`config.mk`:
```
export PLATFORM = sky130hd
export DESIGN_NAME = region_guard
export DESIGN_NICKNAME = d
export VERILOG_FILES = /design/src/rtl/region_guard_pkg.sv /design/src/rtl/region_guard_ctrl.sv /design/src/rtl/region_guard_dp.sv /design/src/rtl/region_guard.sv
export SDC_FILE = /design/constraint.sdc
export NUM_CORES = 1
export LEC_CHECK = 0
export ABC_AREA = 1
export BUFFER_PORTS_ARGS = -buffer_cell sky130_fd_sc_hd__buf_2
export CAP_MARGIN = 30
export CORE_MARGIN = 2
export CORE_UTILIZATION = 30
export CTS_BUF_LIST = sky130_fd_sc_hd__clkbuf_16
export CTS_CLUSTER_DIAMETER = 80
export DETAILED_ROUTE_END_ITERATION = 6
export PLACE_DENSITY = 0.57
export SLEW_MARGIN = 10
export SYNTH_ARGS = -nofsm -noshare
export SYNTH_HDL_FRONTEND = slang
export SYNTH_HIERARCHICAL = 1
export SYNTH_SLANG_ARGS = --single-unit
```
`constraint.sdc`:
```
create_clock -name clk -period 8.8 [get_ports clk]
set_input_delay 2.64 -clock clk [delete_from_list [all_inputs] [get_ports clk]]
set_output_delay 2.64 -clock clk [all_outputs]
set_load 0.03 [all_outputs]
```
`src/rtl/region_guard_pkg.sv`:
```
package region_guard_pkg;

  typedef enum logic [1:0] {
    SEL_START  = 2'd0,
    SEL_END    = 2'd1,
    SEL_ATTR   = 2'd2,
    SEL_GLOBAL = 2'd3
  } cfgSel_e;

  // strobes from control to datapath
  typedef struct packed {
    logic capture;
    logic wrStart;
    logic wrEnd;
    logic wrAttr;
  } dpStrobe_t;

  localparam int POLICY_W = 3;

  // minimum policy value that admits an access of the given kind
  function automatic logic policyAllows(input logic [POLICY_W-1:0] pol,
                                        input logic secure,
                                        input logic priv,
                                        input logic write);
    logic [POLICY_W-1:0] need;
    case ({secure, priv})
      2'b11:   need = 3'd1;
      2'b10:   need = 3'd2;
      2'b01:   need = write ? 3'd4 : 3'd3;
      default: need = write ? 3'd6 : 3'd5;
    endcase
    return pol >= need;
  endfunction

endpackage

```
`src/rtl/region_guard_ctrl.sv`:
```
module region_guard_ctrl
  import region_guard_pkg::*;
(
  input  logic      clk,
  input  logic      rstN,
  input  logic      cfgWe,
  input  logic [1:0] cfgSel,
  input  logic      cfgEnBit,
  input  logic      reqValid,
  output dpStrobe_t strobe,
  output logic      enforce
);

  logic globalWr;

  assign globalWr = cfgWe && (cfgSel == SEL_GLOBAL);

  always_comb begin
    strobe.capture = reqValid;
    strobe.wrStart = cfgWe && (cfgSel == SEL_START);
    strobe.wrEnd   = cfgWe && (cfgSel == SEL_END);
    strobe.wrAttr  = cfgWe && (cfgSel == SEL_ATTR);
  end

  always_ff @(posedge clk) begin
    if (!rstN)         enforce <= 1'b0;
    else if (globalWr) enforce <= cfgEnBit;
  end


  global_load_chk: assert property (@(posedge clk) disable iff (!rstN)
    globalWr |=> (enforce == $past(cfgEnBit)));


  global_hold_chk: assert property (@(posedge clk) disable iff (!rstN)
    !globalWr |=> $stable(enforce));

endmodule

```
`src/rtl/region_guard_dp.sv`:
```
module region_guard_dp
  import region_guard_pkg::*;
#(
  parameter int NUM_REGIONS = 4,
  parameter int NUM_DOM     = 4,
  parameter int ADDR_W      = 32,
  localparam int IDX_W      = (NUM_REGIONS > 1) ? $clog2(NUM_REGIONS) : 1,
  localparam int DID_W      = (NUM_DOM > 1) ? $clog2(NUM_DOM) : 1,
  localparam int POLS_W     = NUM_DOM * POLICY_W
)(
  input  logic              clk,
  input  logic              rstN,
  input  dpStrobe_t         strobe,
  input  logic              enforce,
  input  logic [IDX_W-1:0]  cfgIdx,
  input  logic [ADDR_W-1:0] cfgData,
  input  logic [ADDR_W-1:0] reqAddr,
  input  logic              reqWrite,
  input  logic              reqSecure,
  input  logic              reqPriv,
  input  logic [DID_W-1:0]  reqDid,
  output logic              rspValid,
  output logic              rspGrant,
  output logic              rspFault,
  output logic              rspHit,
  output logic [IDX_W-1:0]  rspRegion
);

  logic [ADDR_W-1:0] startQ [NUM_REGIONS];
  logic [ADDR_W-1:0] endQ   [NUM_REGIONS];
  logic [POLS_W-1:0] polQ   [NUM_REGIONS];
  logic [NUM_REGIONS-1:0] validQ;
  logic [NUM_REGIONS-1:0] hitVec;

  for (genvar r = 0; r < NUM_REGIONS; r++) begin : g_region
    logic sel;
    assign sel = (cfgIdx == IDX_W'(r));

    always_ff @(posedge clk) begin
      if (!rstN) begin
        startQ[r] <= '0;
        endQ[r]   <= '0;
        polQ[r]   <= '0;
        validQ[r] <= 1'b0;
      end else begin
        if (strobe.wrStart && sel) startQ[r] <= cfgData;
        if (strobe.wrEnd && sel)   endQ[r]   <= cfgData;
        if (strobe.wrAttr && sel) begin
          validQ[r] <= cfgData[0];
          polQ[r]   <= cfgData[1 +: POLS_W];
        end
      end
    end

    assign hitVec[r] = validQ[r] && (reqAddr >= startQ[r]) && (reqAddr <= endQ[r]);
  end

  // lowest index wins
  logic [IDX_W-1:0] selIdx;
  logic             anyHit;
  always_comb begin
    selIdx = '0;
    anyHit = 1'b0;
    for (int i = NUM_REGIONS - 1; i >= 0; i--) begin
      if (hitVec[i]) begin
        selIdx = IDX_W'(i);
        anyHit = 1'b1;
      end
    end
  end

  logic [POLS_W-1:0]   selPols;
  logic [POLICY_W-1:0] selPol;
  logic                permitted;
  logic                decideGrant;

  assign selPols     = polQ[selIdx];
  assign selPol      = selPols[int'(reqDid) * POLICY_W +: POLICY_W];
  assign permitted   = policyAllows(selPol, reqSecure, reqPriv, reqWrite);
  assign decideGrant = !enforce || (anyHit && permitted);

  always_ff @(posedge clk) begin
    if (!rstN) begin
      rspValid  <= 1'b0;
      rspGrant  <= 1'b0;
      rspFault  <= 1'b0;
      rspHit    <= 1'b0;
      rspRegion <= '0;
    end else begin
      rspValid  <= strobe.capture;
      rspGrant  <= strobe.capture && decideGrant;
      rspFault  <= strobe.capture && !decideGrant;
      rspHit    <= strobe.capture && anyHit;
      rspRegion <= strobe.capture ? selIdx : '0;
    end
  end

  logic [NUM_REGIONS-1:0] lowMask;
  assign lowMask = (NUM_REGIONS'(1) << selIdx) - NUM_REGIONS'(1);


  prio_lowest_chk: assert property (@(posedge clk) disable iff (!rstN)
    anyHit |-> (hitVec[selIdx] && ($countones(hitVec & lowMask) == 0)));


  rsp_due_chk: assert property (@(posedge clk) disable iff (!rstN)
    strobe.capture |=> rspValid);


  rsp_idle_chk: assert property (@(posedge clk) disable iff (!rstN)
    !strobe.capture |=> (!rspValid && !rspGrant && !rspFault && !rspHit));


  one_outcome_chk: assert property (@(posedge clk) disable iff (!rstN)
    rspValid |-> (rspGrant != rspFault));


  open_gate_chk: assert property (@(posedge clk) disable iff (!rstN)
    (strobe.capture && !enforce) |=> rspGrant);


  miss_fault_chk: assert property (@(posedge clk) disable iff (!rstN)
    (strobe.capture && enforce && !anyHit) |=> rspFault);

endmodule

```
`src/rtl/region_guard.sv`:
```
module region_guard
  import region_guard_pkg::*;
#(
  parameter int NUM_REGIONS = 4,
  parameter int NUM_DOM     = 4,
  parameter int ADDR_W      = 32,
  localparam int IDX_W      = (NUM_REGIONS > 1) ? $clog2(NUM_REGIONS) : 1,
  localparam int DID_W      = (NUM_DOM > 1) ? $clog2(NUM_DOM) : 1
)(
  input  logic              clk,
  input  logic              rstN,
  input  logic              cfgWe,
  input  logic [1:0]        cfgSel,
  input  logic [IDX_W-1:0]  cfgIdx,
  input  logic [ADDR_W-1:0] cfgData,
  input  logic              reqValid,
  input  logic [ADDR_W-1:0] reqAddr,
  input  logic              reqWrite,
  input  logic              reqSecure,
  input  logic              reqPriv,
  input  logic [DID_W-1:0]  reqDid,
  output logic              rspValid,
  output logic              rspGrant,
  output logic              rspFault,
  output logic              rspHit,
  output logic [IDX_W-1:0]  rspRegion
);

  dpStrobe_t strobe;
  logic      enforce;

  region_guard_ctrl u_ctrl (
    .clk      (clk),
    .rstN     (rstN),
    .cfgWe    (cfgWe),
    .cfgSel   (cfgSel),
    .cfgEnBit (cfgData[0]),
    .reqValid (reqValid),
    .strobe   (strobe),
    .enforce  (enforce)
  );

  region_guard_dp #(
    .NUM_REGIONS (NUM_REGIONS),
    .NUM_DOM     (NUM_DOM),
    .ADDR_W      (ADDR_W)
  ) u_dp (
    .clk       (clk),
    .rstN      (rstN),
    .strobe    (strobe),
    .enforce   (enforce),
    .cfgIdx    (cfgIdx),
    .cfgData   (cfgData),
    .reqAddr   (reqAddr),
    .reqWrite  (reqWrite),
    .reqSecure (reqSecure),
    .reqPriv   (reqPriv),
    .reqDid    (reqDid),
    .rspValid  (rspValid),
    .rspGrant  (rspGrant),
    .rspFault  (rspFault),
    .rspHit    (rspHit),
    .rspRegion (rspRegion)
  );

endmodule

```
---- After elaboration in Yosys (flattened, before gate mapping) ----
Memories as Yosys holds them, arrays and structs flattened.
Cells that the tools add are included.
cells by class
  reduce and logical (&&, ||, !) cells .... 34
  equality and inequality tests ........... 9
  bitwise gates (word level) .............. 12
  multiply operators ...................... 1
  $lt $le $gt $ge ......................... 9
  shift-type cells ........................ 1
  mux-type cells .......................... 60
operators by type and width
  cell                                               count
  two-way mux 32 bit                                 8
  greater-or-equal comparator 32 bit                 4
  less-or-equal comparator 32 bit                    4
  two-way mux 12 bit                                 4
  two-way mux 1 bit                                  41
  variable part select 12 x 32 -> 3 bit              1
  logical AND 1 bit                                  28
  == test 2 bit (second input constant)              6
  bitwise OR 1 bit                                   12
  two-way mux 2 bit                                  5
  case mux 3 bit (3 select lines)                    1
  == test 2 x 1 -> 1 bit (second input constant)     3
  logical NOT 2 bit                                  2
  multiplier 2 x 2 -> 4 bit (second input constant)  1
  greater-or-equal comparator 3 bit                  1
  two-way mux 3 bit                                  1
  logical NOT 1 bit                                  2
  AND reduction 2 bit                                1
  logical OR 1 bit                                   1
storage, ports and cells
  memories ................................ 3
  input port bits ......................... 77
  memory bits (writable) .................. 304
  word-level logic and storage cells ...... 139
  output and inout bits ................... 6
  register bits ........................... 11
memory list
  memory       words  bits a word  read ports  clocked after memory_dff  write ports  line                   RTL
  u_dp.endQ    4      32           4           0                         4            region_guard_dp.sv:30  logic [ADDR_W-1:0] endQ [NUM_REGIONS];
  u_dp.startQ  4      32           4           0                         4            region_guard_dp.sv:29  logic [ADDR_W-1:0] startQ [NUM_REGIONS];
  u_dp.polQ    4      12           1           0                         4            region_guard_dp.sv:31  logic [POLS_W-1:0] polQ [NUM_REGIONS];

---- Longest topological paths before layout ----
Gate-level depths: netlist (run 1).
An unclocked memory read counts as a cell.
  depth after elaboration ................. 15
  gate-level depth with buffers ........... 31
  gate-level depth less buffers ........... 30

---- Hierarchy ----
The synthesis (run 1) kept the hierarchy.
by module, submodules not included
  module             instances  area each (um^2)  sequential area each (um^2)  cells each
  region_guard_dp    1          18527.8           9328.9                       1985
  region_guard_ctrl  1          75.1              20.0                         13

---- Worst setup path before layout (run 1) ----
Ideal clock, no wire load.
  path type ............................... input -> register
  start ................................... in reqAddr[0]
  end ..................................... reg u_dp.rspGrant
  data arrival time ....................... 5.015 ns
  data required time ...................... 8.674 ns
  library setup time ...................... 0.126 ns
  stages on the path ...................... 25
  path slack .............................. 3.659 ns
  buffers on the path ..................... 1
  path through ............................ inv_1 ha_1 nand2_1 nor2_1 nand2_1 nor2_1 nor2_1 nand2_1 nand2_1 nand2_1 nand2_1 nor2_2 nand2_2 nand2_4 nand2_8 buf_6 o211ai_2 nand3_1 nand3_1 nand2_1 ha_1 a21oi_1 o211ai_1 o21ai_0 a21oi_1
on the way
  cells in the longest elaborated chain, start to end .. 13
  elaborated cells on any way between the ends .. 30
  classes of those cells .................. order compare: 9; shift: 1; mux: 8; reduce/logical: 11; memory: 1
ends and longest elaborated chain
  element                                line                    RTL
  start, declared                        region_guard.sv:17      input logic [ADDR_W-1:0] reqAddr,
  greater-or-equal comparator 32 bit     region_guard_dp.sv:55   assign hitVec[r] = validQ[r] && (reqAddr >= startQ[r]) && (reqAddr <= endQ[r]);
  logical AND 1 bit (2 in series)        region_guard_dp.sv:55
  two-way mux 2 bit (4 in series)        region_guard_dp.sv:65   if (hitVec[i]) begin
  memory (4 x 12 bit)                    --
  variable part select 12 x 32 -> 3 bit  region_guard_dp.sv:78   assign selPol = selPols[int'(reqDid) * POLICY_W +: POLICY_W];
  greater-or-equal comparator 3 bit      region_guard_pkg.sv:32  return pol >= need;
  logical AND 1 bit *                    region_guard_dp.sv:80   assign decideGrant = !enforce || (anyHit && permitted);
  logical OR 1 bit *                     region_guard_dp.sv:80
  logical AND 1 bit *                    region_guard_dp.sv:91   rspGrant <= strobe.capture && decideGrant;
  end signal, assigned                   region_guard_dp.sv:91
  end, declared                          region_guard_dp.sv:23   output logic rspGrant,
Every way passes the cells marked *; elsewhere a longest branch is shown, timed or not.
A chain may end at the register's enable or synchronous reset.

---- Worst setup path in the final report (run 1) ----
  start ................................... in reqAddr[11]
  end ..................................... reg u_dp.rspGrant
The elaborated chain is that of the path after synthesis.

==> impl_metrics.py, run 1 <==
metrics = {
    "clocking": {
        "cts_resized": 0,
        "hold_buffers": 0,
        "numClockSinks": 315,
        "cts_max_level": 2,
        "clock_path_buffers": 3,
        "cts_root_buf": "clkbuf_16",
        "cts_tree": "done",
        "cts_buffers": 37,
        "insertion_delay_ns": 0.56,
        "post-cts-setup-buffers": 0,
        "clk_pin_slew_ns": 0.06,
    },
    "synthesis": {
        "synth_area_um2": 18600,
        "synth-edff-count": 304,
        "synth.distinct_cells": 37,
        "synthArstFlopShare": 0,
        "ys_warn_count": 6,
        "synth-main-ff-cell": "edfxtp_1",
        "ys_seq_area_frac": 0.5026,
        "syn_inst": 1998,
        "ys_seq_elements": 315,
        "syn_avg_cell_area_um2": 9.311,
        "syn_nets": 2334,
    },
    "cells_and_area": {
        "final_core_util": 0.3445,
        "multi_input_area_um2": 7662,
        "final_cell_mix": "nor2_1, inv_1, edfxtp_1",
        "nFillCells": 6324,
        "area_growth_pct": 13.86,
        "diodes": 0,
        "final_area_um2": 21180,
        "drive_gt1_frac": 0.08349,
        "layout_commonest_cell": "nor2_1",
        "nets": 2415,
        "seq_area_um2": 9349,
    },
    "grt": {
        "grt_util_all_layers": 0.1633,
        "grt_max_degree": 33,
        "grt_pass1_wl_um": 78900,
        "antenna_found_initial": 0,
        "grt_pass1_vias": 13730,
        "overflow": 0,
    },
    "setup_path": {
        "arrival_ns": 6.62,
        "path_cells": "buf_2 -> ha_1 -> nand2_1 -> inv_1 -> nand3_1 -> nor3_1 -> nand2_1 -> nand2_1 -> nand2_1 -> nand3_1 -> nand3_2 -> nand2_4 -> nand2_8 -> inv_2 -> nand2_1 -> nand3_1 -> nand3_1 -> nand3_1 -> nand2_1 -> ha_1 -> a21oi_1 -> o211ai_1 -> o21ai_0 -> a21oi_1",
        "crit_required_ns": 9.23,
        "slowest_stage": "nor3_1",
        "end_kind": "register",
        "critPathLaunchType": "input port",
        "crit_top_cell": "nand2_1",
        "cpPeakStageDelay_ns": 0.76,
        "path_class": "input port to register",
        "regToRegSetupSlack_ns": 4.57,
        "r2r-start": "u_dp/startQ[1][11]$_SDFFCE_PN0P_",
        "cp_max_fo": 27,
        "r2r_cells": 24,
        "r2r_end": "u_dp/rspGrant$_SDFF_PN0_",
    },
    "outcome": {
        "outcome": "finished, final reports clean",
    },
    "sta": {
        "rsz0062_at_grt": "no",
        "finalHoldViolations": 0,
        "finalSetupTns_ns": 0,
        "timing.final.crit_period_ns": 6.191,
        "maxSlewHeadroom": 0.3341,
        "finalCritPeriodShare": 0.7035,
        "report.final.slew_viol_count": 0,
        "final-setup-viol-count": 0,
        "skew_ns": 0.02316,
        "worstMarginPinSlew_ns": 0.9912,
        "fmax_ghz": 0.1615,
    },
    "power_and_ir_drop": {
        "irDropWorstVdd_mv": 0.1044,
        "p_per_area_nw_per_um2": 177.7,
        "p_leak_nw": 9.979,
    },
    "die": {
        "die_area_um2": 64020,
        "placementRows": 91,
        "die_height_um": 253.0,
        "initial_utilization": 0.3026,
        "die_w_um": 253.0,
        "core_area_um2": 61480,
        "ioPinCount": 83,
    },
    "drt": {
        "wl_um": 51550,
        "drt_iter0_markers": 1025,
        "vias": 13850,
        "avgRoutedWirePerCell_um": 17.79,
        "ant_nets": 0,
        "dr.pass1.iters": 5,
        "route.detailed.drc": 0,
        "vias_per_cell": 4.779,
    },
    "run": {
        "max-cap-violations": 0,
    },
    "worst_hold_path": {
        "holdPathEnd": "u_dp/rspFault$_SDFF_PN0_",
        "hold_path_class": "register to register",
        "min_from": "u_ctrl/enforce$_SDFFE_PN0P_",
        "hold_depth": 2,
    },
    "placement": {
        "port_buffers": 82,
        "dpl-instance-area_um2": 19900,
        "dpl.hpwl_um": 37070,
        "gp_congestion": 0.8971,
    },
}
[power breakdown]
part           switching [mW]  total, mW  internal (mW)
Sequential             0.0254       1.76           1.73
Combinational           0.329      0.493          0.164
Clock                   0.624       1.51          0.891
[critical path: cells and delay by family]
| kind | cells | cell delay [ns] |
|---|---|---|
| AND/OR/NAND/NOR | 15 | 2.35 |
| AO/OA/AOI/OAI | 4 | 0.56 |
| adder cells (fa/ha/maj) | 2 | 0.64 |
| buffers and inverters | 3 | 0.42 |
[flip-flops by register name, indices dropped and copies added, names as in the netlist]
signal,count
u_dp/rspGrant,1
u_ctrl/enforce,1
u_dp/validQ,4
u_dp/rspRegion,2
u_dp/rspFault,1
u_dp/polQ,48
u_dp/rspHit,1
u_dp/rspValid,1
u_dp/startQ,128
u_dp/endQ,128
[worst max-delay path by stage]
stage	start	depth (start not counted)	slack, ns	to
CTS	reqAddr[11]	25	2.78	u_dp/rspFault$_SDFF_PN0_
floorplan	reqAddr[0]	25	3.66	u_dp/rspGrant$_SDFF_PN0_
detailed placement	reqAddr[11]	25	2.19	u_dp/rspFault$_SDFF_PN0_
global route	reqAddr[11]	25	2.33	u_dp/rspFault$_SDFF_PN0_
finish	reqAddr[11]	24	2.61	u_dp/rspGrant$_SDFF_PN0_
global placement	reqAddr[11]	25	2.27	u_dp/rspFault$_SDFF_PN0_
[Yosys cell counts, types with 6 or more instances]
cell	instances	share of area
o21a_1	13	0.0052
ha_1	259	0.17
a21oi_1	120	0.032
nand3_1	82	0.022
nor2_1	385	0.078
nor3_1	9	0.0024
edfxtp_1	304	0.49
inv_1	359	0.072
clkbuf_1	47	0.0095
dfxtp_1	11	0.012
a21o_1	6	0.0024
o21ai_0	37	0.010
nand2_1	295	0.060
nand4_1	23	0.0077
[kinds of logic after synthesis]
family	synth area share
buffers and inverters	0.08663
AOI/OAI and AO/OA	0.05334
adders and majority gates	0.1742
and+or+nand+nor	0.1833
DFF	0.5026
[per-layer routing]
metal | vias up | routed length, um | GRT usage
li1 | 6703 | - | -
met1 | 6661 | 23080 | 0.2195
met2 | 397 | 23570 | 0.2656
met3 | 88 | 3279 | 0.02519
met4 | 0 | 1619 | 0.06019
met5 | - | 0 | 0
[metrics by stage]
stage	power, mW	hold slack, ns	setup slack, ns	cells
after CTS	3.796	0.4695	2.778	2894
final	3.764	0.4652	2.609	2898
after floorplan	2.085	0.4314	3.659	1998
after global routing	3.928	0.4929	2.329	2898
after detailed placement	2.276	0.4644	2.193	2826
after global placement	2.253	0.4720	2.265	2822
[final cells by class]
| type | instances | area share |
|---|---|---|
| Clock buffer | 41 | 0.04844 |
| Clock inverter | 27 | 0.007561 |
| Inverter | 362 | 0.06415 |
| Multi-Input combinational cell | 1265 | 0.3618 |
| Sequential cell | 315 | 0.4414 |
| Tap cell | 790 | 0.04667 |
| Timing Repair Buffer | 98 | 0.03001 |
No activity file was read; power rests on OpenSTA's default activity.
==> run 2: changes to the inputs <==
==> constraint.sdc (replaced) <==
create_clock -name clk -period 5.7 [get_ports clk]
set_input_delay 1.71 -clock clk [delete_from_list [all_inputs] [get_ports clk]]
set_output_delay 1.71 -clock clk [all_outputs]
set_load 0.03 [all_outputs]
==> run 2 against run 1 <==
  * Cell count grew 0.35%
  * Wire length down 1.2%
  * Largest power group unchanged
  * Core utilization increased by 0.073 points
  * Combinational power grew 56%
  * Die area did not move
  * Critical path type unchanged
==> impl_metrics.py, run 2 (same netlist as run 1, synthesis figures left out) <==
metrics = {
    "cells_and_area": {
        "top_regs": "u_dp/endQ (128), u_dp/startQ (128), u_dp/polQ (48)",
        "nFillCells": 6276,
        "area_growth_pct": 14.10,
        "drive_gt1_frac": 0.08782,
        "nets": 2425,
        "diodes": 0,
        "layout_commonest_cell": "nor2_1",
        "final_cell_mix": "nor2_1, inv_1, edfxtp_1",
    },
    "clocking": {
        "numClockSinks": 315,
        "cts_root_buf": "clkbuf_16",
        "cts_max_level": 2,
        "clock_path_buffers": 3,
        "cts_tree": "done",
        "post-cts-setup-buffers": 0,
        "cts_buffers": 40,
        "clk_pin_slew_ns": 0.05,
        "hold_buffers": 0,
        "insertion_delay_ns": 0.56,
        "cts_resized": 0,
    },
    "drt": {
        "vias_per_cell": 4.703,
        "wl_um": 50910,
        "ant_nets": 0,
        "drt_iter0_markers": 927,
        "vias": 13680,
        "avgRoutedWirePerCell_um": 17.51,
        "wl_met1_um": 22810,
        "met3WireLength_um": 3011,
        "route.detailed.drc": 0,
        "dr.pass1.iters": 7,
        "wl_met2_um": 23470,
        "highest_layer": "met5",
    },
    "sta": {
        "finalCritPeriodShare": 0.8324,
        "timing.final.crit_period_ns": 4.745,
        "final-setup-viol-count": 0,
        "holdWs_ns": 0.4922,
        "finalWorstSetupSlack_ns": 0.9550,
        "skew_ns": 0.02896,
        "worstMarginPinSlew_ns": 0.7893,
        "finalSetupTns_ns": 0,
        "maxSlewHeadroom": 0.4689,
        "fmax_ghz": 0.2108,
        "finalHoldViolations": 0,
        "report.final.slew_viol_count": 0,
        "rsz0062_at_grt": "no",
    },
    "setup_path": {
        "critPathLaunchType": "input port",
        "arrival_ns": 5.19,
        "cpPeakStageDelay_ns": 0.71,
        "end_kind": "register",
        "crit_required_ns": 6.14,
        "path_class": "input port to register",
        "cp_max_fo": 13,
        "slowest_stage": "nor4_2",
        "path_cells": "buf_2 -> ha_1 -> nand2_1 -> nor4_2 -> nand2_1 -> nand2_1 -> nand2_1 -> nand3_1 -> nand3_2 -> nand3_2 -> nand3_1 -> nand3_1 -> nand3_1 -> nand2_1 -> inv_1 -> ha_1 -> nand2_1 -> o211ai_1 -> o21ai_0 -> nand2_1 -> nor2_1",
        "crit_top_cell": "nand2_1",
    },
    "worst_hold_path": {
        "hold_path_class": "register to register",
    },
    "die": {
        "core_area_um2": 61480,
        "initial_utilization": 0.3026,
        "die_w_um": 253.0,
        "die_area_um2": 64020,
        "die_height_um": 253.0,
        "placementRows": 91,
        "ioPinCount": 83,
    },
    "grt": {
        "overflow": 0,
        "grt_pass1_wl_um": 78360,
        "antenna_found_initial": 3,
        "grt_pass1_vias": 13830,
        "grt_util_all_layers": 0.1626,
        "grt_max_degree": 33,
    },
    "placement": {
        "place_ws_ns": 0.3997,
        "gp_congestion": 0.8728,
        "port_buffers": 82,
        "dpl.hpwl_um": 36840,
    },
    "run": {
        "max-cap-violations": 0,
    },
    "power_and_ir_drop": {
        "finalPower_mw": 5.716,
        "irDropWorstVdd_mv": 0.1874,
        "p_per_area_nw_per_um2": 269.3,
        "p_leak_nw": 10.00,
    },
    "outcome": {
        "outcome": "finished, final reports clean",
    },
}
[run 2: cell types whose count changed in the layout (fill, tap and decap cells not counted), sizes merged]
cell / change
inv: -1
clkbuf: -1
clkinv: +6
bufinv: -2
buf: +7
clkinvlp: +1
[run 2: power breakdown]
group / switching (mW) / internal, mW / leakage, nW / total, mW
Combinational: 0.510 / 0.258 / 6.40 / 0.768
Clock: 0.967 / 1.27 / 0.595 / 2.24
Sequential: 0.0388 / 2.67 / 3.00 / 2.71
Total: 1.52 / 4.20 / 10.0 / 5.72
[run 2: layout make-up]
type	count	area, um^2	area share
timing repair buffer	105	718.2	0.03384
multi-input combinational	1265	7662	0.3610
tap	790	988.4	0.04657
clock inverter	31	147.6	0.006956
sequential	315	9349	0.4405
clock buffer	40	1001	0.04716
inverter	362	1359	0.06402
[run 2: per-stage QoR]
stage | std cells | util | cell area (um^2)
finish | 2908 | 0.3452 | 21230
global route | 2908 | 0.3452 | 21230
CTS | 2904 | 0.3442 | 21170
detailed placement | 2833 | 0.3256 | 20020
floorplan | 1998 | - | 18600
global placement | 2827 | 0.3231 | 19870
[run 2: worst max-delay path, delay by kind of cell]
kind / cells / cell delay, ns
and+or+nand+nor: 15 / 2.35
buffers and inverters: 2 / 0.21
adders and majority gates: 2 / 0.61
AOI/OAI and AO/OA: 2 / 0.29
[run 2: per-layer routing]
layer  global-route usage  vias up
met5                    0        -
met4              0.06171        4
met3              0.02786       79
met2               0.2684      369
met1               0.2128     6483
li1                     -     6741
[run 2: final timing paths]
check	startpoint	endpoint	slack [ns]	cells after the start
hold reg to reg	u_ctrl/enforce$_SDFFE_PN0P_	u_dp/rspFault$_SDFF_PN0_	0.49	2
hold / removal	u_ctrl/enforce$_SDFFE_PN0P_	u_dp/rspFault$_SDFF_PN0_	0.49	2
setup reg to reg	u_dp/startQ[0][15]$_SDFFCE_PN0P_	u_dp/rspFault$_SDFF_PN0_	1.97	21
setup / recovery	reqAddr[15]	u_dp/rspFault$_SDFF_PN0_	0.96	21
==> run 3: changes to the inputs <==
--- a/config.mk
+++ b/config.mk
@@ -5,7 +5,7 @@
 export SDC_FILE = /design/constraint.sdc
 export NUM_CORES = 1
 export LEC_CHECK = 0
-export ABC_AREA = 1
+export ABC_AREA = 0
 export BUFFER_PORTS_ARGS = -buffer_cell sky130_fd_sc_hd__buf_2
 export CAP_MARGIN = 30
 export CORE_MARGIN = 2
@@ -13,7 +13,7 @@
 export CTS_BUF_LIST = sky130_fd_sc_hd__clkbuf_16
 export CTS_CLUSTER_DIAMETER = 80
 export DETAILED_ROUTE_END_ITERATION = 6
-export PLACE_DENSITY = 0.57
+export PLACE_DENSITY = 0.58
 export SLEW_MARGIN = 10
 export SYNTH_ARGS = -nofsm -noshare
 export SYNTH_HDL_FRONTEND = slang
==> constraint.sdc (replaced) <==
create_clock -name clk -period 4.2 [get_ports clk]
set_input_delay 1.26 -clock clk [delete_from_list [all_inputs] [get_ports clk]]
set_output_delay 1.26 -clock clk [all_outputs]
set_load 0.03 [all_outputs]
==> run 3 against run 2 <==
  * The flow now finishes with violations (setup timing)
  * Synthesized cell count shrank 14%
  * Power increased by 44%
  * Via count down 0.15%
  * Sequential power increased by 36%
  * Worst hold slack got worse by 0.013 ns
  * Register-to-register slack got worse by 2.2 ns
  * Cell area rose by 10%
==> impl_metrics.py, run 3 <==
metrics = {
    "grt": {
        "grt_pass1_wl_um": 82420,
        "grt_max_degree": 33,
        "antenna_found_initial": 4,
        "overflow": 0,
        "grt_util_all_layers": 0.1698,
        "grt_pass1_vias": 14120,
    },
    "power_and_ir_drop": {
        "intPower_mw": 6.145,
        "p_sw_mw": 2.095,
        "p_clk_frac": 0.409,
        "p_comb_frac": 0.144,
        "p_leak_nw": 10.24,
        "switching_share": 0.2543,
        "sequentialPowerShare": 0.446,
        "finalPower_mw": 8.241,
        "irDropWorstVdd_mv": 0.2303,
        "p_per_area_nw_per_um2": 352.7,
    },
    "clocking": {
        "cts_tree": "done",
        "cts_root_buf": "clkbuf_16",
        "hold_buffers": 0,
        "cts_buffers": 39,
        "insertion_delay_ns": 0.56,
        "clock_path_buffers": 3,
        "clk_pin_slew_ns": 0.06,
        "numClockSinks": 315,
        "cts_max_level": 2,
    },
    "drt": {
        "drt_iter0_markers": 872,
        "vias": 13660,
        "route.detailed.drc": 0,
        "avgRoutedWirePerCell_um": 19.10,
        "dr.pass1.iters": 5,
        "vias_per_cell": 4.785,
        "ant_nets": 0,
        "wl_um": 54510,
    },
    "setup_path": {
        "end_kind": "register",
        "arrival_ns": 5.33,
        "crit_path_end": "u_dp/rspGrant$_SDFF_PN0_",
        "regToRegSetupSlack_ns": -0.26,
        "critPathLaunchType": "input port",
        "path_class": "input port to register",
        "startpoint": "reqAddr[9]",
        "r2r_end": "u_dp/rspGrant$_SDFF_PN0_",
        "cp_max_fo": 4,
        "r2r-start": "u_dp/startQ[3][11]$_SDFFCE_PN0P_",
        "r2r_cells": 20,
        "crit_required_ns": 4.66,
    },
    "synthesis": {
        "ys_seq_area_frac": 0.4967,
        "synth-edff-count": 304,
        "synth_commonest_cells": "and2_1, edfxtp_1, inv_1, ha_1, nand2_1",
        "synth_area_leader_cell": "edfxtp_1",
        "synth_top_area_frac": 0.4850,
        "syn_inst": 1724,
        "synth.most_common_cell": "and2_1",
        "syn_avg_cell_area_um2": 10.92,
        "ys_seq_elements": 315,
        "synth.distinct_cells": 72,
        "syn_nets": 2060,
        "synth-main-ff-cell": "edfxtp_1",
        "synthArstFlopShare": 0,
        "synth_area_leaders": "edfxtp_1, ha_1, and2_1, inv_1, a21oi_1",
        "synth_area_um2": 18820,
        "ys_warn_count": 6,
    },
    "placement": {
        "place_ws_ns": -1.524,
        "gp_congestion": 0.8960,
        "port_buffers": 82,
        "placedCellCount": 2774,
        "dpl.hpwl_um": 39490,
        "dpl-instance-area_um2": 21570,
    },
    "die": {
        "die_area_um2": 64760,
        "die_height_um": 254.5,
        "placementRows": 91,
        "initial_utilization": 0.3044,
        "core_area_um2": 61830,
        "ioPinCount": 83,
        "die_w_um": 254.5,
    },
    "sta": {
        "worstMarginPinSlew_ns": 0.8738,
        "timing.final.crit_period_ns": 4.878,
        "rsz0062_at_grt": "yes",
        "finalHoldViolations": 0,
        "finalWorstSetupSlack_ns": -0.6777,
        "final-setup-viol-count": 2,
        "skew_ns": 0.02678,
        "report.final.slew_viol_count": 0,
        "finalCritPeriodShare": 1.161,
        "fmax_ghz": 0.2050,
        "maxSlewHeadroom": 0.4153,
    },
    "cells_and_area": {
        "nFillCells": 6015,
        "final_core_util": 0.3779,
        "nets": 2326,
        "drive_gt1_frac": 0.2035,
        "final_cell_mix": "and2_1, edfxtp_1, inv_1",
        "layout_commonest_cell": "and2_1",
        "top_regs": "u_dp/endQ (128), u_dp/startQ (128), u_dp/polQ (48)",
        "area_growth_pct": 24.14,
        "stdcell_count": 2854,
        "final_area_um2": 23360,
    },
    "worst_hold_path": {
        "hold_path_class": "register to register",
    },
    "run": {
        "max-cap-violations": 0,
    },
    "outcome": {
        "outcome": "complete, but fails checks",
        "violations": "setup timing",
    },
}
[run 3: worst max-delay path, stage by stage]
cell	delay [ns]
buf_6	0.11
ha_4	0.25
nand4_1	0.14
or4_4	0.55
a221o_1	0.29
o211ai_1	0.18
a211oi_2	0.14
or2_0	0.23
buf_4	0.17
buf_4	0.14
o21ai_0	0.19
a21bo_2	0.18
a311oi_2	0.11
nor4_2	0.40
ha_1	0.31
nand2b_1	0.14
a21o_1	0.16
a21oi_2	0.13
o21ai_1	0.10
and2_1	0.16
[run 3: cells by family after synthesis]
kind of cell	count (synthesis)	share of synthesized area
fa+ha+maj	259	0.1722
compound gates	250	0.08808
simple gates	579	0.1740
mux	10	0.006116
buf+inv	310	0.06249
xor+xnor	1	0.0004654
flops	315	0.4967
[run 3: per-stage QoR]
step / setup TNS (ns) / hold slack, ns
6_report: -1.267 / 0.4788
5_1_grt: -1.427 / 0.5108
4_1_cts: -1.073 / 0.4837
3_5_place_dp: -3.388 / 0.4740
3_3_place_gp: -3.363 / 0.4797
2_1_floorplan: -1.081 / 0.4366
[run 3: timing repair]
item / CTS / global route
setup buffers: 6 / 5
cloned: 0 / 0
setup endpoints to repair: 2 / 2
hold endpoints to repair: 0 / 0
gates resized for setup: 66 / 19
pin swaps: 16 / 10
[run 3: area by class of cell]
cell class | instances | area, um^2 | area share
flip-flops and latches | 315 | 9349 | 0.4001
multi-input cells | 1099 | 8780 | 0.3758
repair buffers | 274 | 1947 | 0.08332
well taps | 837 | 1047 | 0.04482
clock buffers | 40 | 1001 | 0.04284
inverters | 261 | 979.7 | 0.04193
clock inverters | 26 | 256.5 | 0.01098
diodes | 2 | 5.005 | 0.0002142
[run 3: routing by layer]
metal | up-vias | part of all wire | track usage
met5 | - | 0.00024 | 0
met4 | 2 | 0.024 | 0.04840
met3 | 86 | 0.054 | 0.02541
met2 | 340 | 0.48 | 0.2879
met1 | 6654 | 0.45 | 0.2243
li1 | 6573 | - | -
[run 3: worst min-delay path by stage]
stage	end	start	depth (start not counted)
after detailed placement	u_ctrl/enforce$_SDFFE_PN0P_	u_ctrl/enforce$_SDFFE_PN0P_	2
after floorplan	u_ctrl/enforce$_SDFFE_PN0P_	u_ctrl/enforce$_SDFFE_PN0P_	2
after global routing	u_ctrl/enforce$_SDFFE_PN0P_	u_ctrl/enforce$_SDFFE_PN0P_	2
final	u_ctrl/enforce$_SDFFE_PN0P_	u_ctrl/enforce$_SDFFE_PN0P_	2
after global placement	u_ctrl/enforce$_SDFFE_PN0P_	u_ctrl/enforce$_SDFFE_PN0P_	2
after CTS	u_ctrl/enforce$_SDFFE_PN0P_	u_ctrl/enforce$_SDFFE_PN0P_	2
[run 3: power by group through the flow]
| stage | Clock, mW | Combinational [mW] | Sequential [mW] |
|---|---|---|---|
| floorplan | 0 | 0.581 | 3.73 |
| global placement | 0 | 1.10 | 3.74 |
| detailed placement | 0 | 1.14 | 3.74 |
| CTS | 3.45 | 1.18 | 3.68 |
| global route | 3.56 | 1.33 | 3.69 |
| finish | 3.37 | 1.19 | 3.68 |
